## src/rtl/fsh_pkg.sv

```systemverilog
package fsh_pkg;

  typedef enum logic [1:0] {
    FSH_SRL = 2'b00,
    FSH_SRA = 2'b01,
    FSH_ROR = 2'b10,
    FSH_SLL = 2'b11
  } fsh_op_e;

endpackage

```

## src/rtl/fsh_operand_setup.sv

```systemverilog
// Front end: chooses the high word, low word and core amount per operation.
module fsh_operand_setup
  import fsh_pkg::*;
#(
  parameter int W  = 32,
  parameter int SW = $clog2(W)
) (
  input  logic [W-1:0]  a_i,
  input  fsh_op_e       op_i,
  input  logic [SW-1:0] amt_i,
  output logic [W-2:0]  hi_o,
  output logic [W-1:0]  lo_o,
  output logic [SW-1:0] camt_o
);

  logic amt_zero;
  assign amt_zero = (amt_i == '0);

  always_comb begin
    hi_o   = '0;
    lo_o   = a_i;
    camt_o = amt_i;
    unique case (op_i)
      FSH_SRL: begin
        hi_o = '0;
        lo_o = a_i;
      end
      FSH_SRA: begin
        hi_o = {(W-1){a_i[W-1]}};
        lo_o = a_i;
      end
      FSH_ROR: begin
        hi_o = a_i[W-2:0];
        lo_o = a_i;
      end
      FSH_SLL: begin
        // right amount = W - i (mod W); i = 0 bypasses with the operand below
        hi_o   = a_i[W-2:0];
        lo_o   = amt_zero ? a_i : '0;
        camt_o = (~amt_i) + 1'b1;
      end
      default: begin
        hi_o = '0;
        lo_o = a_i;
      end
    endcase
  end

endmodule

```

## src/rtl/fsh_mux_stage.sv

```systemverilog
// One level of the cascade: shift right by DIST or pass, dropping dead top bits.
module fsh_mux_stage #(
  parameter int IW   = 63,
  parameter int DIST = 16,
  localparam int OW  = IW - DIST
) (
  input  logic [IW-1:0] din,
  input  logic          sel,
  output logic [OW-1:0] dout
);

  assign dout = sel ? din[IW-1:DIST] : din[OW-1:0];

endmodule

```

## src/rtl/fsh_core.sv

```systemverilog
// Extracts W bits from the (2W-1)-bit window {hi, lo} shifted right by camt.
module fsh_core #(
  parameter int W  = 32,
  parameter int SW = $clog2(W)
) (
  input  logic [W-2:0]  hi_i,
  input  logic [W-1:0]  lo_i,
  input  logic [SW-1:0] camt_i,
  output logic [W-1:0]  win_o
);

  localparam int XW = 2*W - 1;

  logic [XW-1:0] ext;
  assign ext = {hi_i, lo_i};

  for (genvar j = 0; j < SW; j++) begin : g_lvl
    localparam int B    = SW - 1 - j;
    localparam int DIST = 1 << B;
    localparam int IW   = W - 1 + (1 << (SW - j));
    localparam int OW   = W - 1 + DIST;
    logic [IW-1:0] din;
    logic [OW-1:0] dout;
    if (j == 0) begin : g_first
      assign din = ext;
    end else begin : g_next
      assign din = g_lvl[j-1].dout;
    end
    fsh_mux_stage #(.IW(IW), .DIST(DIST)) u_stage (
      .din (din),
      .sel (camt_i[B]),
      .dout(dout)
    );
  end

  assign win_o = g_lvl[SW-1].dout;

endmodule

```

## src/rtl/funnel_shifter.sv

```systemverilog
module funnel_shifter
  import fsh_pkg::*;
#(
  parameter int W   = 32,
  localparam int SW = $clog2(W)
) (
  input  logic [W-1:0]  a_i,
  input  logic [1:0]    op_i,
  input  logic [SW-1:0] amt_i,
  output logic [W-1:0]  res_o
);

  fsh_op_e       op;
  logic [W-2:0]  hi;
  logic [W-1:0]  lo;
  logic [SW-1:0] camt;

  assign op = fsh_op_e'(op_i);

  fsh_operand_setup #(.W(W), .SW(SW)) u_setup (
    .a_i   (a_i),
    .op_i  (op),
    .amt_i (amt_i),
    .hi_o  (hi),
    .lo_o  (lo),
    .camt_o(camt)
  );

  fsh_core #(.W(W), .SW(SW)) u_core (
    .hi_i  (hi),
    .lo_i  (lo),
    .camt_i(camt),
    .win_o (res_o)
  );

  always_comb begin
    if (amt_i == '0) begin

      zero_amt_pass_chk: assert (res_o == a_i);
    end
    if (op == FSH_SRL && amt_i != '0) begin

      srl_top_zero_chk: assert (res_o[W-1] == 1'b0);
    end
    if (op == FSH_SRA) begin

      sra_sign_keep_chk: assert (res_o[W-1] == a_i[W-1]);
    end
    if (op == FSH_ROR) begin

      ror_ones_kept_chk: assert ($countones(res_o) == $countones(a_i));
    end
    if (op == FSH_SLL && amt_i != '0) begin

      sll_low_zero_chk: assert (res_o[0] == 1'b0);
    end
  end

endmodule

```

## config.mk

```make
export PLATFORM = sky130hd
export DESIGN_NAME = funnel_shifter
export DESIGN_NICKNAME = d
export VERILOG_FILES = /design/src/rtl/fsh_pkg.sv /design/src/rtl/fsh_operand_setup.sv /design/src/rtl/fsh_mux_stage.sv /design/src/rtl/fsh_core.sv /design/src/rtl/funnel_shifter.sv
export SDC_FILE = /design/constraint.sdc
export NUM_CORES = 1
export LEC_CHECK = 0
export BUFFER_PORTS_ARGS = -buffer_cell sky130_fd_sc_hd__buf_2
export CAP_MARGIN = 20
export CORE_ASPECT_RATIO = 1.2
export CORE_UTILIZATION = 62
export DETAILED_ROUTE_END_ITERATION = 16
export PLACE_DENSITY = 0.95
export SYNTH_ARGS = -nofsm -noshare
export SYNTH_HDL_FRONTEND = slang
export SYNTH_SLANG_ARGS = --single-unit
```

## constraint.sdc

```tcl
create_clock -name vclk -period 10.2
set_clock_uncertainty 0.15 [all_clocks]
set_input_delay 0.51 -clock vclk [all_inputs]
set_output_delay 0.51 -clock vclk [all_outputs]
set_load 0.02 [all_outputs]
```

==> impl_metrics.csv, run 1 <==
group,metric,value,unit
floorplan,initial_core_util,65.8,%
drt,dr_total_vias,4186,
worst_setup_path,crit_fanout,27,
global_route,first_pass_grt_wire_length,18600,µm
floorplan,dieArea,5270,µm²
power_and_ir_drop,static-leakage-power,1.47,nW
worst_setup_path,timing.critical_path.from_type,"primary input",
global_route,first_global_vias,3750,
synth,total_nets_after_synthesis,495,
synth,syn_area_per_cell,6.82,µm²
synth,synth_cells,453,
drt,drc_errors,0,
floorplan,die_width,66.5,µm
layout,antenna_cells,0,
layout,nFlopsAndLatches,0,
power_and_ir_drop,irDropWorstVdd,0.0000777,V
floorplan,core_area,4700,µm²
layout,nClkBuffers,0,
clock_tree,cts_resized,0,
floorplan,chipHeight,79.3,µm
sta,max_freq,185,MHz
global_route,global_route.overflow_total,0,
sta,accumulated_negative_setup_slack,0,ps
worst_setup_path,cp.required,9540,ps
drt,drtIter0Drc,708,
synth,synth_cell_type_count,57,
synth,synth_area,3090,µm²
layout,final_nets,535,
layout,filler_cell_count,425,
sta,final-setup-viol-count,0,
global_route,largest_net_degree_at_the_start_of_global_routing,42,
place,port_buffers,71,
sta,fin_crit_sh,52.9,%
global_route,grt_use_total,44.9,%
drt,post_detailed_route_wirelength_per_cell,21.4,µm
place,dpl.hpwl,9040,µm
sta,finalWorstSetupSlack,4800,ps
run_status,result_of_the_run,"complete, no violations",
sta,maxSlewViolCount,0,
sta,worst-slew-pin-transition,1030,ps
layout,final_layout_size_suffix_gt1_share,22.4,%
hold_path,min-delay-path-class,"primary input to output port",
layout,final_cell_area,3380,µm²
drt,wl,11800,µm
place,placed_area,3360,µm²
sta,maxSlewHeadroom,31.0,%
worst_setup_path,worstPathArrival,4740,ps
worst_setup_path,critPathKind,"primary input to output port",
hold_path,worst_hold_path.num_cells,3,
layout,finish.utilization,71.9,%
sta,rsz_0062_raised_after_global_routing,"false",
clock_tree,setup_fix_buffers_added_after_clock_tree_synthesis,0,
power_and_ir_drop,total_power_consumption,322,µW
layout,area_growth,9.23,%
synth,ys_warn_count,0,
worst_setup_path,cp-end-kind,"output port",
global_route,number_of_antenna_violations_at_the_first_check_in_global_routing,0,
power_and_ir_drop,power.density,95.3,nW/µm²
flow_run,maxCapViolCount,0,
floorplan,std_cell_rows,27,
clock_tree,hold_buffer_count_at_cts,0,
drt,first_pass_iters,6,
sta,fin_crit,5400,ps
synth,seq_area_frac_synth,0,%
sta,hold_violations,0,
layout,ff_latch_area,0,µm²
drt,detail-route-antenna-nets,0,
drt,drt_via_density,7.62,
place,dp_worst_setup_slack,4930,ps
place,place_congestion,1.05,
floorplan,io-pin-count,71,
per-layer routing:
| layer | GRT usage (%) | vias to the layer above | routed length (µm) |
|---|---|---|---|
| met5 | 0 | - | 0 |
| met1 | 58.1 | 1858 | 4400 |
| met4 | 22.1 | 0 | 699 |
| met3 | 8.19 | 81 | 1490 |
| met2 | 70.0 | 391 | 5190 |
| li1 | - | 1856 | - |
cells by family (layout without fill, tap and decap cells):
group,count (synthesis),count (layout),share of synthesized area (%)
fa+ha+maj,3,3,1.21
xor+xnor,5,5,1.90
simple gates,141,141,21.1
compound gates,177,177,40.9
mux,81,81,27.3
buf+inv,46,84,7.53
path summary, 6_finish.rpt:
path | from | to
worst min-delay path | amt_i[0] | res_o[6]
worst max-delay path | amt_i[0] | res_o[13]
critical path, cell delays in order:
cell                       delay (ps)
sky130_fd_sc_hd__buf_2            250
sky130_fd_sc_hd__inv_2            530
sky130_fd_sc_hd__ha_1             350
sky130_fd_sc_hd__nor3b_1          310
sky130_fd_sc_hd__ha_1             260
sky130_fd_sc_hd__nand3_1          340
sky130_fd_sc_hd__nand2_1          640
sky130_fd_sc_hd__a31oi_1          300
sky130_fd_sc_hd__mux2i_1          320
sky130_fd_sc_hd__o22ai_1          150
sky130_fd_sc_hd__a221oi_1         410
sky130_fd_sc_hd__mux2i_1          160
sky130_fd_sc_hd__buf_2            190
per-stage QoR:
step	hold WS, ps	cells
after floorplan	1310	453
after global placement	1440	548
after detailed placement	1450	548
after CTS	1460	548
after global routing	1500	549
final	1470	549
power by group:
| part | switching (mW) | total (mW) | internal [mW] |
|---|---|---|---|
| registers | 0 | 0 | 0 |
| logic | 0.208 | 0.322 | 0.114 |
| clock network | 0 | 0 | 0 |
| total | 0.208 | 0.322 | 0.114 |
final cells by class:
type	instances	area, µm²	share of cell area (%)
Timing Repair Buffer	76	400	11.9
Tap cell	58	72.6	2.15
Multi-Input combinational cell	407	2870	85.1
Inverter	8	30.0	0.890
cell usage after synthesis, types with 2 or more instances:
cell type / instances / area (µm²)
sky130_fd_sc_hd__a2111oi_0: 2 / 17.5
sky130_fd_sc_hd__a211oi_1: 13 / 97.6
sky130_fd_sc_hd__a21bo_2: 4 / 40.0
sky130_fd_sc_hd__a21o_1: 2 / 15.0
sky130_fd_sc_hd__a21oi_1: 26 / 130
sky130_fd_sc_hd__a221o_1: 9 / 90.1
sky130_fd_sc_hd__a221oi_1: 6 / 52.6
sky130_fd_sc_hd__a22o_1: 5 / 43.8
sky130_fd_sc_hd__a22oi_1: 16 / 120
sky130_fd_sc_hd__a2bb2oi_1: 4 / 35.0
sky130_fd_sc_hd__a31oi_1: 7 / 43.8
sky130_fd_sc_hd__a32o_1: 2 / 20.0
sky130_fd_sc_hd__a32oi_1: 4 / 35.0
sky130_fd_sc_hd__and2_1: 5 / 31.3
sky130_fd_sc_hd__and3_1: 7 / 43.8
sky130_fd_sc_hd__and3b_1: 2 / 17.5
sky130_fd_sc_hd__buf_1: 2 / 7.51
sky130_fd_sc_hd__buf_2: 21 / 105
sky130_fd_sc_hd__buf_4: 5 / 37.5
sky130_fd_sc_hd__buf_6: 2 / 22.5
sky130_fd_sc_hd__clkbuf_1: 8 / 30.0
sky130_fd_sc_hd__ha_1: 3 / 37.5
sky130_fd_sc_hd__inv_1: 7 / 26.3
sky130_fd_sc_hd__mux2_2: 17 / 191
sky130_fd_sc_hd__mux2i_1: 63 / 631
sky130_fd_sc_hd__nand2_1: 44 / 165
sky130_fd_sc_hd__nand3_1: 21 / 105
sky130_fd_sc_hd__nand3b_1: 3 / 22.5
sky130_fd_sc_hd__nand4_1: 4 / 25.0
sky130_fd_sc_hd__nor2_1: 36 / 135
sky130_fd_sc_hd__nor2_2: 2 / 12.5
sky130_fd_sc_hd__nor2b_1: 2 / 12.5
sky130_fd_sc_hd__nor3_1: 10 / 50.1
sky130_fd_sc_hd__o2111ai_1: 2 / 17.5
sky130_fd_sc_hd__o211ai_1: 11 / 82.6
sky130_fd_sc_hd__o21ai_0: 24 / 120
sky130_fd_sc_hd__o21ai_1: 9 / 45.0
sky130_fd_sc_hd__o221ai_1: 4 / 35.0
sky130_fd_sc_hd__o22ai_1: 19 / 119
sky130_fd_sc_hd__o2bb2ai_1: 2 / 17.5
sky130_fd_sc_hd__xnor2_1: 2 / 17.5
cells in the final DEF (no fill, tap or decap), types with 3 or more instances in the layout:
master	n
sky130_fd_sc_hd__mux2_2	17
sky130_fd_sc_hd__nand2_1	44
sky130_fd_sc_hd__nand3b_1	3
sky130_fd_sc_hd__and2_1	5
sky130_fd_sc_hd__a21bo_2	4
sky130_fd_sc_hd__o21ai_0	24
sky130_fd_sc_hd__o221ai_1	4
sky130_fd_sc_hd__nor3_1	10
sky130_fd_sc_hd__nand4_1	4
sky130_fd_sc_hd__a221o_1	9
sky130_fd_sc_hd__a211oi_1	13
sky130_fd_sc_hd__o22ai_1	19
sky130_fd_sc_hd__mux2i_1	63
sky130_fd_sc_hd__a22o_1	5
sky130_fd_sc_hd__nor2_1	36
sky130_fd_sc_hd__a32oi_1	4
sky130_fd_sc_hd__ha_1	3
sky130_fd_sc_hd__inv_1	7
sky130_fd_sc_hd__and3_1	7
sky130_fd_sc_hd__buf_2	71
sky130_fd_sc_hd__o21ai_1	9
sky130_fd_sc_hd__buf_4	4
sky130_fd_sc_hd__a21oi_1	25
sky130_fd_sc_hd__a22oi_1	16
sky130_fd_sc_hd__nand3_1	21
sky130_fd_sc_hd__a31oi_1	7
sky130_fd_sc_hd__a221oi_1	6
sky130_fd_sc_hd__a2bb2oi_1	4
sky130_fd_sc_hd__o211ai_1	11
Note: power is estimated with default switching activity, not from simulation.
==> run 2: changes to the inputs <==
--- a/config.mk
+++ b/config.mk
@@ -8,9 +8,9 @@
 export BUFFER_PORTS_ARGS = -buffer_cell sky130_fd_sc_hd__buf_2
 export CAP_MARGIN = 20
 export CORE_ASPECT_RATIO = 1.2
-export CORE_UTILIZATION = 62
+export CORE_UTILIZATION = 53
 export DETAILED_ROUTE_END_ITERATION = 16
-export PLACE_DENSITY = 0.95
+export PLACE_DENSITY = 0.88
 export SYNTH_ARGS = -nofsm -noshare
 export SYNTH_HDL_FRONTEND = slang
 export SYNTH_SLANG_ARGS = --single-unit
==> constraint.sdc (replaced) <==
create_clock -name vclk -period 4.9
set_clock_uncertainty 0.15 [all_clocks]
set_input_delay 0.245 -clock vclk [all_inputs]
set_output_delay 0.245 -clock vclk [all_outputs]
set_load 0.02 [all_outputs]
==> run 2 against run 1 <==
Compared with the run above:
- non-clock buffer count is 6 higher
- routed wire length is 9.0% higher
- die area is 16% higher
- clock-buffer cell count stayed put
- cell count is 2.2% higher
- worst hold slack worse by 490 ps
- worst setup slack worse by 3900 ps
- critical path depth stayed put
- sequential cell count stayed put
- first-iteration DRC count is 24% lower
- largest power group unchanged
==> impl_metrics.csv, run 2 (same netlist as run 1, synthesis figures left out) <==
group,metric,value,unit
run_status,result_of_the_run,"complete, no violations",
floorplan,std_cell_rows,30,
place,port_buffers,71,
global_route,grt_use_total,40.2,%
global_route,largest_net_degree_at_the_start_of_global_routing,36,
place,dpl.hpwl,9870,µm
worst_setup_path,worstPathArrival,3620,ps
layout,final_common_cell,"sky130_fd_sc_hd__buf_2",
floorplan,io-pin-count,71,
place,numPlacedInstances,561,
worst_setup_path,crit_fanout,14,
worst_setup_path,critical_path.cell_chain,"buf_2 -> inv_1 -> ha_1 -> nor3b_1 -> ha_1 -> nand3_1 -> nand2_1 -> mux2_2 -> o21ai_0 -> nand2b_1 -> a221oi_1 -> mux2_2 -> buf_2",
floorplan,dieArea,6140,µm²
sta,maxSlewHeadroom,46.2,%
sta,max_freq,249,MHz
global_route,global_route.overflow_total,0,
layout,nFlopsAndLatches,0,
place,dp_worst_setup_slack,961,ps
layout,layout_common_cells,"71 x sky130_fd_sc_hd__buf_2, 63 x sky130_fd_sc_hd__mux2i_1, 44 x sky130_fd_sc_hd__nand2_1, 36 x sky130_fd_sc_hd__nor2_1, 25 x sky130_fd_sc_hd__a21oi_1",
layout,final_cell_area,3420,µm²
floorplan,core_area,5630,µm²
floorplan,initial_core_util,54.9,%
drt,wl,12800,µm
sta,fin_crit,4020,ps
sta,rsz_0062_raised_after_global_routing,"false",
hold_path,min_delay_worst_endpoint,"res_o[6]",
drt,post_detailed_route_wirelength_per_cell,22.9,µm
power_and_ir_drop,power.density,198,nW/µm²
layout,final_nets,541,
drt,dr_total_vias,4210,
worst_setup_path,timing.critical_path.from_type,"primary input",
sta,accumulated_negative_setup_slack,0,ps
power_and_ir_drop,static-leakage-power,1.50,nW
drt,first_pass_iters,6,
power_and_ir_drop,total_power_consumption,678,µW
drt,detail-route-antenna-nets,0,
floorplan,chipHeight,85.7,µm
worst_setup_path,cp-end-kind,"output port",
hold_path,worst_hold_path.num_cells,4,
drt,drtIter0Drc,536,
layout,final_layout_size_suffix_gt1_share,23.3,%
layout,nClkBuffers,0,
sta,worst-slew-pin-transition,806,ps
power_and_ir_drop,share_comb_of_total_power,100.0,%
power_and_ir_drop,internal_power_of_the_cells,240,µW
place,placed_area,3420,µm²
clock_tree,setup_fix_buffers_added_after_clock_tree_synthesis,0,
worst_setup_path,crit_slowest_cell,"sky130_fd_sc_hd__nand2_1",
sta,maxSlewViolCount,0,
clock_tree,cts_resized,0,
power_and_ir_drop,irDropWorstVdd,0.000105,V
power_and_ir_drop,netSwitchingPower,437,µW
global_route,first_pass_grt_wire_length,19700,µm
layout,finish.utilization,60.8,%
sta,finalWorstSetupSlack,885,ps
place,place_congestion,1.06,
drt,drc_errors,0,
layout,antenna_cells,0,
worst_setup_path,crit_path_max_incr_delay,570,ps
sta,whs,981,ps
floorplan,die_width,71.7,µm
worst_setup_path,critPathKind,"primary input to output port",
flow_run,maxCapViolCount,0,
hold_path,min-delay-start,"amt_i[0]",
power_and_ir_drop,seq_power_share,0,%
power_and_ir_drop,clkPwrFrac,0,%
drt,drt_via_density,7.50,
sta,hold_violations,0,
clock_tree,hold_buffer_count_at_cts,0,
power_and_ir_drop,power_switching_share,64.5,%
layout,area_growth,10.7,%
layout,final_cells,561,
global_route,first_global_vias,3734,
hold_path,min-delay-path-class,"primary input to output port",
global_route,number_of_antenna_violations_at_the_first_check_in_global_routing,0,
sta,fin_crit_sh,81.9,%
sta,final-setup-viol-count,0,
layout,ff_latch_area,0,µm²
worst_setup_path,cp.required,4510,ps
==> run 2: worst max path at each step <==
stage	from	slack, ps	end	cells past startpoint
final	amt_i[1]	880	res_o[3]	13
after global routing	amt_i[1]	670	res_o[20]	13
after CTS	amt_i[1]	950	res_o[3]	13
after detailed placement	amt_i[1]	960	res_o[3]	13
after global placement	amt_i[1]	990	res_o[3]	13
after floorplan	amt_i[0]	1080	res_o[23]	14
==> run 2: layout make-up <==
cell class,count,area [µm²]
Multi-Input combinational cell,407,2870
Fill cell,539,2210
Timing Repair Buffer,82,438
Tap cell,64,80.1
Inverter,8,30.0
==> run 2: critical path, delay by kind of cell <==
kind	cells	cell delay [ps]
simple gates	4	1050
mux	2	690
compound gates	2	610
fa+ha+maj	2	600
buf+inv	3	410
==> run 2: power by group through the flow <==
stage / Combinational, mW / Clock [mW] / Sequential, mW
after floorplan: 0.472 / 0 / 0
after global placement: 0.649 / 0 / 0
after CTS: 0.657 / 0 / 0
after global routing: 0.720 / 0 / 0
after detailed placement: 0.655 / 0 / 0
final: 0.678 / 0 / 0
==> run 2: layer usage <==
layer  wire length, µm  GRT usage, %  vias to the layer above  part of all wire [%]
met4               422          13.5                        0                   3.3
li1                  -             -                     1881                     -
met3              1380          5.64                       48                    11
met1              5150          53.0                     1958                    40
met5                 0             0                        -                     0
met2              5880          66.6                      323                    46
==> run 3: changes to the inputs <==
--- a/config.mk
+++ b/config.mk
@@ -5,12 +5,13 @@
 export SDC_FILE = /design/constraint.sdc
 export NUM_CORES = 1
 export LEC_CHECK = 0
+export ABC_AREA = 1
 export BUFFER_PORTS_ARGS = -buffer_cell sky130_fd_sc_hd__buf_2
 export CAP_MARGIN = 20
 export CORE_ASPECT_RATIO = 1.2
-export CORE_UTILIZATION = 53
+export CORE_UTILIZATION = 52
 export DETAILED_ROUTE_END_ITERATION = 16
-export PLACE_DENSITY = 0.88
+export PLACE_DENSITY = 0.87
 export SYNTH_ARGS = -nofsm -noshare
 export SYNTH_HDL_FRONTEND = slang
 export SYNTH_SLANG_ARGS = --single-unit
==> constraint.sdc (replaced) <==
create_clock -name vclk -period 3.39
set_clock_uncertainty 0.15 [all_clocks]
set_input_delay 0.1695 -clock vclk [all_inputs]
set_output_delay 0.1695 -clock vclk [all_outputs]
set_load 0.02 [all_outputs]
==> run 3 against run 2 <==
Compared with the run above:
- global-route usage down 6.3 points
- worst hold slack worse by 150 ps
- sequential cell count unchanged
- utilization down 2.7 points
- die area down 5.8%
- first-iteration DRC count up 12%
==> impl_metrics.csv, run 3 <==
group,metric,value,unit
hold_path,min_delay_worst_endpoint,"res_o[25]",
flow_run,maxCapViolCount,0,
power_and_ir_drop,power.density,270,nW/µm²
drt,first_pass_iters,6,
floorplan,io-pin-count,71,
place,place_congestion,0.970,
place,port_buffers,71,
worst_setup_path,cp-end-kind,"output port",
global_route,number_of_antenna_violations_at_the_first_check_in_global_routing,0,
sta,maxSlewViolCount,0,
synth,total_nets_after_synthesis,674,
sta,fin_crit,2910,ps
floorplan,die_width,69.6,µm
synth,synth.cells.most_frequent,"290 x sky130_fd_sc_hd__nand2_1, 218 x sky130_fd_sc_hd__nand3_1, 29 x sky130_fd_sc_hd__inv_1",
power_and_ir_drop,irDropWorstVdd,0.000148,V
sta,maxSlewHeadroom,51.9,%
synth,top_cell_type_s_share_of_synthesized_area,38.2,%
sta,max_freq,343,MHz
floorplan,chipHeight,83.1,µm
drt,drt_via_density,5.85,
layout,final_layout_size_suffix_gt1_share,14.0,%
sta,worst-slew-pin-transition,721,ps
worst_setup_path,worstPathArrival,2590,ps
floorplan,core_area,5300,µm²
sta,final-setup-viol-count,0,
clock_tree,hold_buffer_count_at_cts,0,
worst_setup_path,cp.required,3070,ps
place,numPlacedInstances,728,
clock_tree,setup_fix_buffers_added_after_clock_tree_synthesis,0,
synth,synth_area,2850,µm²
global_route,first_pass_grt_wire_length,16700,µm
synth,synth_most_common_cell,"sky130_fd_sc_hd__nand2_1",
layout,final_nets,710,
global_route,largest_net_degree_at_the_start_of_global_routing,40,
worst_setup_path,critPathKind,"primary input to output port",
layout,nClkBuffers,0,
layout,final_common_cell,"sky130_fd_sc_hd__nand2_1",
layout,finish.utilization,58.1,%
global_route,first_global_vias,3564,
run_status,result_of_the_run,"complete, no violations",
synth,synth_area_leader_cell,"sky130_fd_sc_hd__nand3_1",
layout,layout_common_cells,"290 x sky130_fd_sc_hd__nand2_1, 218 x sky130_fd_sc_hd__nand3_1, 71 x sky130_fd_sc_hd__buf_2, 29 x sky130_fd_sc_hd__inv_1, 27 x sky130_fd_sc_hd__nor2_1",
hold_path,worst_hold_path.num_cells,5,
drt,wl,9830,µm
worst_setup_path,crit_fanout,35,
synth,ys_warn_count,0,
power_and_ir_drop,static-leakage-power,1.93,nW
synth,syn_area_per_cell,4.51,µm²
synth,seq_area_frac_synth,0,%
floorplan,dieArea,5790,µm²
global_route,global_route.overflow_total,0,
worst_setup_path,timing.critical_path.from_type,"primary input",
synth,synth_cell_type_count,22,
drt,drtIter0Drc,601,
floorplan,std_cell_rows,29,
clock_tree,cts_resized,0,
sta,accumulated_negative_setup_slack,0,ps
drt,drc_errors,0,
drt,dr_total_vias,4259,
drt,detail-route-antenna-nets,0,
synth,synth.area.top_cells,"sky130_fd_sc_hd__nand3_1 38%, sky130_fd_sc_hd__nand2_1 38%, sky130_fd_sc_hd__inv_1 3.8%, sky130_fd_sc_hd__nor2_1 3.6%, sky130_fd_sc_hd__buf_2 2.8%",
layout,nFlopsAndLatches,0,
layout,antenna_cells,0,
layout,area_growth,7.89,%
sta,hold_violations,0,
hold_path,min-delay-start,"amt_i[0]",
sta,rsz_0062_raised_after_global_routing,"false",
floorplan,initial_core_util,53.8,%
hold_path,min-delay-path-class,"primary input to output port",
place,dpl.hpwl,7670,µm
layout,ff_latch_area,0,µm²
drt,post_detailed_route_wirelength_per_cell,13.5,µm
layout,final_cells,728,
synth,synth_cells,632,
sta,fin_crit_sh,86.0,%
global_route,grt_use_total,33.9,%
==> run 3: changes by cell type after synthesis, sizes merged, moves of 10 or more <==
cell and delta:
mux2 -17, nor2 -10, o21ai -27, a22oi -16, o211ai -11, nand2 +250
nand3 +200, o22ai -19, a21oi -26, mux2i -64, a211oi -13, inv +26
==> run 3: routing by layer <==
| layer | share of wire (%) | track usage (%) |
|---|---|---|
| met3 | 8.3 | 1.46 |
| met2 | 47 | 57.3 |
| met4 | 1.7 | 5.09 |
| met5 | 0 | 0 |
| met1 | 43 | 48.3 |
==> run 3: worst max-delay path, stage by stage <==
cell,delay (ps)
sky130_fd_sc_hd__buf_2,110
sky130_fd_sc_hd__inv_2,60
sky130_fd_sc_hd__ha_1,140
sky130_fd_sc_hd__inv_1,60
sky130_fd_sc_hd__nor3_1,220
sky130_fd_sc_hd__ha_1,290
sky130_fd_sc_hd__nand3_2,90
sky130_fd_sc_hd__nand2_4,230
sky130_fd_sc_hd__inv_4,290
sky130_fd_sc_hd__nand2_1,90
sky130_fd_sc_hd__nand2_1,170
sky130_fd_sc_hd__nand2_1,100
sky130_fd_sc_hd__nand3_1,150
sky130_fd_sc_hd__nand3_1,120
sky130_fd_sc_hd__nand3_1,100
sky130_fd_sc_hd__nand2_1,50
sky130_fd_sc_hd__buf_2,150
==> run 3: final cells by class <==
cell class	count	area (µm²)
Timing Repair Buffer	77	400
Inverter	34	130
Fill cell	618	2220
Tap cell	62	77.6
Multi-Input combinational cell	555	2470
==> run 3: how the worst max path moves through the flow <==
stage / slack, ps / cells after the start / from / end
final: 480 / 17 / amt_i[0] / res_o[17]
after global routing: 280 / 17 / amt_i[0] / res_o[17]
after CTS: 530 / 17 / amt_i[0] / res_o[17]
after detailed placement: 530 / 17 / amt_i[0] / res_o[17]
after global placement: 560 / 17 / amt_i[0] / res_o[16]
after floorplan: 670 / 18 / amt_i[0] / res_o[5]
==> run 3: cells by family (layout without fill, tap and decap cells) <==
group	Yosys count	after routing	share of synthesized area, %
xor+xnor	1	1	0.965
fa+ha+maj	3	3	1.32
compound gates	6	6	1.18
buf+inv	77	111	13.4
simple gates	545	545	83.1
==> run 3: report_power, final <==
group	total, mW	leakage [nW]	switching [mW]	internal [mW]
Combinational	0.830	1.93	0.569	0.260
Sequential	0	0	0	0
Clock	0	0	0	0
==> run 3: per-stage QoR <==
step | hold WS (ps) | setup slack, ps | area (µm²) | power (mW)
2_1_floorplan | 522 | 673 | 2850 | 0.628
3_3_place_gp | 818 | 564 | 3080 | 0.805
3_5_place_dp | 826 | 533 | 3080 | 0.815
4_1_cts | 828 | 532 | 3080 | 0.818
5_1_grt | 868 | 276 | 3080 | 0.924
6_report | 836 | 476 | 3080 | 0.830
